### src/rtl/txq_pkg.sv
package txq_pkg;
  localparam int NFLAG = 3;
  localparam int FL_TRIG = 0;
  localparam int FL_OVF  = 1;
  localparam int FL_UNF  = 2;

  // next position in a circular store of 'depth' slots
  function automatic int ring_step(input int pos, input int depth);
    return (pos == depth - 1) ? 0 : pos + 1;
  endfunction

  // occupancy after one edge with an accepted push and/or pop
  function automatic int occ_after(input int occ, input logic push, input logic pop);
    return occ + (push ? 1 : 0) - (pop ? 1 : 0);
  endfunction
endpackage

### src/rtl/txq_store.sv
module txq_store #(
  parameter int DEPTH = 8,
  parameter int W     = 8,
  localparam int AW   = (DEPTH > 1) ? $clog2(DEPTH) : 1,
  localparam int CW   = $clog2(DEPTH + 1)
) (
  input  logic          clk,
  input  logic          rst_n,
  input  logic          push,
  input  logic [W-1:0]  wdata,
  input  logic          pop,
  output logic [W-1:0]  head,
  output logic [CW-1:0] occ
);
  import txq_pkg::*;

  logic [W-1:0]  slots [DEPTH];
  logic [AW-1:0] wptr, rptr;

  always_ff @(posedge clk) begin
    if (push) slots[wptr] <= wdata;
  end

  always_ff @(posedge clk) begin
    if (!rst_n) begin
      wptr <= '0;
      rptr <= '0;
      occ  <= '0;
    end else begin
      if (push) wptr <= AW'(ring_step(int'(wptr), DEPTH));
      if (pop)  rptr <= AW'(ring_step(int'(rptr), DEPTH));
      occ <= CW'(occ_after(int'(occ), push, pop));
    end
  end

  assign head = slots[rptr];
endmodule

### src/rtl/txq_flags.sv
module txq_flags #(
  parameter int N = 3
) (
  input  logic         clk,
  input  logic         rst_n,
  input  logic [N-1:0] set_ev,
  input  logic [N-1:0] clr,
  output logic [N-1:0] flag
);
  for (genvar i = 0; i < N; i++) begin : g_bit
    always_ff @(posedge clk) begin
      if (!rst_n) flag[i] <= 1'b0;
      else        flag[i] <= (flag[i] & ~clr[i]) | set_ev[i];
    end
  end
endmodule

### src/rtl/txq_invalidate.sv
module txq_invalidate (
  input  logic clk,
  input  logic rst_n,
  input  logic err,
  input  logic frame_end,
  input  logic ack,
  output logic invert_req,
  output logic cmd_clr
);
  always_ff @(posedge clk) begin
    if (!rst_n) begin
      invert_req <= 1'b0;
      cmd_clr    <= 1'b0;
    end else begin
      // a fresh error outranks the release event on the same edge
      if (err)            invert_req <= 1'b1;
      else if (frame_end) invert_req <= 1'b0;
      if (err)            cmd_clr <= 1'b1;
      else if (ack)       cmd_clr <= 1'b0;
    end
  end
endmodule

### src/rtl/txq_guard.sv
module txq_guard #(
  parameter int DEPTH = 8,
  parameter int W     = 8,
  localparam int CW   = $clog2(DEPTH + 1)
) (
  input  logic          clk,
  input  logic          rst_n,
  input  logic          sw_wr,
  input  logic [W-1:0]  sw_wdata,
  input  logic          eng_rd,
  output logic [W-1:0]  eng_rdata,
  input  logic [CW-1:0] trig_level,
  input  logic [2:0]    flag_clr,
  input  logic          frame_end,
  input  logic          cmd_clr_ack,
  output logic          trig_flag,
  output logic          ovf_flag,
  output logic          unf_flag,
  output logic          invert_req,
  output logic          cmd_clr
);
  import txq_pkg::*;

  logic [CW-1:0]    occ;
  logic [W-1:0]     head;
  logic             q_full, q_empty;
  logic             ovf_evt, unf_evt, push, pop, trig_cond;
  logic [NFLAG-1:0] set_vec, flag_vec;

  assign q_full    = (occ == CW'(DEPTH));
  assign q_empty   = (occ == '0);
  assign ovf_evt   = sw_wr & q_full;
  assign unf_evt   = eng_rd & q_empty;
  assign push      = sw_wr & ~q_full;
  assign pop       = eng_rd & ~q_empty;
  assign trig_cond = (occ < trig_level);

  txq_store #(.DEPTH(DEPTH), .W(W)) u_store (
    .clk(clk), .rst_n(rst_n), .push(push), .wdata(sw_wdata),
    .pop(pop), .head(head), .occ(occ)
  );

  always_comb begin
    set_vec          = '0;
    set_vec[FL_TRIG] = trig_cond;
    set_vec[FL_OVF]  = ovf_evt;
    set_vec[FL_UNF]  = unf_evt;
  end

  txq_flags #(.N(NFLAG)) u_flags (
    .clk(clk), .rst_n(rst_n), .set_ev(set_vec), .clr(flag_clr), .flag(flag_vec)
  );

  assign trig_flag = flag_vec[FL_TRIG];
  assign ovf_flag  = flag_vec[FL_OVF];
  assign unf_flag  = flag_vec[FL_UNF];

  txq_invalidate u_inval (
    .clk(clk), .rst_n(rst_n), .err(ovf_evt | unf_evt), .frame_end(frame_end),
    .ack(cmd_clr_ack), .invert_req(invert_req), .cmd_clr(cmd_clr)
  );

  assign eng_rdata = q_empty ? '0 : head;
endmodule

### config.mk
export PLATFORM = sky130hd
export DESIGN_NAME = txq_guard
export DESIGN_NICKNAME = d
export VERILOG_FILES = /design/src/rtl/txq_pkg.sv /design/src/rtl/txq_store.sv /design/src/rtl/txq_flags.sv /design/src/rtl/txq_invalidate.sv /design/src/rtl/txq_guard.sv
export SDC_FILE = /design/constraint.sdc
export NUM_CORES = 1
export LEC_CHECK = 0
export BUFFER_PORTS_ARGS = -buffer_cell sky130_fd_sc_hd__buf_2
export CORE_ASPECT_RATIO = 0.8
export CORE_MARGIN = 1.5
export CORE_UTILIZATION = 55
export CTS_CLUSTER_SIZE = 8
export DETAILED_ROUTE_END_ITERATION = 8
export HOLD_SLACK_MARGIN = 0.05
export PLACE_DENSITY_LB_ADDON = 0.2
export SKIP_CTS_REPAIR_TIMING = 1
export SLEW_MARGIN = 30
export SYNTH_ARGS = -nofsm -noshare
export SYNTH_HDL_FRONTEND = slang
export SYNTH_HIERARCHICAL = 1
export SYNTH_SLANG_ARGS = --single-unit
### constraint.sdc
create_clock -name clk -period 3 [get_ports clk]
set_clock_uncertainty 0.1 [all_clocks]
set_input_delay 0.6 -clock clk [delete_from_list [all_inputs] [get_ports clk]]
set_output_delay 0.6 -clock clk [all_outputs]
set_load 0.005 [all_outputs]
==> metrics.txt <==
outcome=complete, no violations; Reg2Reg Depth=9; Final Hold Vio Count=0; die height=74.5 um; Tot Pwr=between 3 and 4 mW; Worst EP required=2.30 ns; clock sink count=82; sequential cell area fraction in the yosys report=0.649; setup ws final=~0.24 ns; Critical Path Slowest Stage Cell=mux4_1; VDD IR max=about 0.00034 V; share of layout cells above drive strength 1=0.324; dpl ws=0.589 ns; Worst setup SP type=flip-flop; CP cell instances=buf_4 > mux4_1 > mux2_2 > and2b_2 > buf_2; first-pass GRT wire length=9420 um; min-delay worst type=reg -> reg; post-route antenna net violation count=0; CTS tree=yes; core area=a little over 6000 sq um; Top FF cell, synth=edfxtp_1; clock-pin slew on the worst setup and hold paths=0.08 ns; Starting Density=0.582; drt total wl=5990 um; GR Util met3=0.0593; Worst Hold Margin=0.398 ns; Slew @ Worst Pin=0.514 ns; GR Overflow Total=0; Power Density=746 nW/um^2; Skew-Pair Late Insertion Delay=0.34 ns; YS warnings=6; mapped cell area=3520 sq um; IO buf count=33; Post-synth EDFFs=64; setup slack, reg-to-reg=0.72 ns; commonest non-fill, non-tap cells in the layout=edfxtp_1, buf_2, dfxtp_1; Max-slew headroom=0.657; Hold Crit Depth=2; CTS Buf Count=9; Mapped Cells=202; Mean Syn Cell Area=17.4 sq um; LEAKAGE=about 1.5 nW; FF/Latch Area=roughly 2300 sq um; Worst EP arrival=2.06 ns; Final Cell Area=4060 sq um; detailed placement HPWL=between 4000 and 5000 um; post-synth top area share=0.547; Layout Cells excl Fill=340; DRC=0; Die Width=92.4 um; pin count of the biggest net entering global routing=15; CP Max Fanout=9; drt wl/cell=approximately 18 um; GR peak layer=met2; placed insts=324; area post-placement=3840 sq um; crit path time final=about 2.8 ns; final setup fails=0; vias in the first global route=1,767; kind of critical path=reg -> out; worst r2r src=u_store/occ[2]; Yosys reg bits=82; clock tree buffer depth=2; Mapped Nets=235; CTS H-Tree Depth=3; commonest non-fill, non-tap cell in the layout=edfxtp_1; first-pass iteration count of the detailed router=4; vias=between 1,500 and 2,000; M2 GR Usage=0.311; Tot GR Track Use=0.197; Layout Utilization=0.673; setup TNS=0 ns; RSZ-0062 raised after global routing=false; NumNets Final=287; Multi-input gate area=1150 sq um; post-DR vias/cell=between 5 and 6; Final Wtd Congestion=0.781; hold endpoint=u_store/rptr[1]; async set-reset flop share out of synthesis=0; Max Freq=around 0.36 GHz; Worst path max stage delay=0.58 ns; Worst Min Path Start=u_store/rptr[1]; synth unique cells=35; cell taking the most area after synthesis=edfxtp_1; ant diodes=0; Placement Rows=25; synth top area cells=edfxtp_1, mux4_1, dfxtp_1; Area Growth Syn to Fin=15.5%; initial antenna violation count=0; Clock Tree Root=clkbuf_8; total of fill cells in the finished design=slightly above 400; Final Slew Violations=0; # IOs=34; DR iter-0 viols=78; Die ar.=6880 sq um; CP Capture Type=output port; met1 Use GR=0.265; Max Cap Viol=0; FF-to-FF End=u_store/occ[2]; fin crit share=0.920
cell usage after synthesis (2+ instances only):
cell type and count:
dfxtp_1 18, and2b_2 9, nor3_1 4, ha_1 11
nand2_1 4, mux2_2 8, nand3b_1 2, mux2i_1 2
a21oi_1 5, nand3_1 2, nor2_1 11, mux4_1 16
edfxtp_1 64, nor3b_1 2, nand2b_1 5, inv_1 10
o21a_1 5, nor2b_4 5, and2_1 3
worst max path at each step:
stage / from / endpoint / slack, ns / cells past startpoint
after detailed placement: flip-flop / eng_rdata[6] / 0.59 / 4
after global routing: flip-flop / eng_rdata[0] / 0.14 / 5
after global placement: flip-flop / eng_rdata[6] / 0.60 / 4
after CTS: flip-flop / eng_rdata[6] / 0.21 / 4
final: flip-flop / eng_rdata[0] / 0.24 / 5
after floorplan: sw_wr / u_store/occ[1] / 0.57 / 7
final cells by class:
type	count	share of cell area
tap	81	0.0250
clock inverter	3	0.0108
sequential	82	0.562
multi-input combinational	105	0.284
inverter	10	0.00924
clock buffer	13	0.0447
timing repair buffer	46	0.0647
critical path, delay by kind of cell, from the launching register on:
kind	cells	cell delay (ns)
simple gates	1	0.19
mux	2	0.87
flops	1	0.33
buf+inv	2	0.33
sequential cells by signal, summed over array words and instances (netlist names), named ones only:
register	count
u_store/wptr	3
u_flags/flag	3
u_inval/invert_req	1
u_inval/cmd_clr	1
u_store/occ	4
u_store/rptr	3
u_store/slots	64
power breakdown:
part | internal, mW | switching, mW | total, mW | leakage [nW]
logic | 0.426 | 0.326 | 0.752 | 0.695
registers | 1.33 | 0.0869 | 1.42 | 0.728
clock network | 0.488 | 0.372 | 0.860 | 0.114
total | 2.25 | 0.784 | 3.03 | 1.54
kinds of logic after synthesis:
| logic type | after synthesis | share of synthesized area |
|---|---|---|
| simple gates | 52 | 0.103 |
| flops | 82 | 0.649 |
| fa+ha+maj | 12 | 0.0448 |
| compound gates | 13 | 0.0238 |
| xor+xnor | 2 | 0.00498 |
| buf+inv | 15 | 0.0231 |
| mux | 26 | 0.151 |
metal layers:
| metal | share of wire | vias to the layer above |
|---|---|---|
| li1 | - | 884 |
| met1 | 0.46 | 907 |
| met2 | 0.46 | 57 |
| met3 | 0.064 | 7 |
| met4 | 0.011 | 0 |
| met5 | 0 | - |
Power figures use the tool's default switching activity.
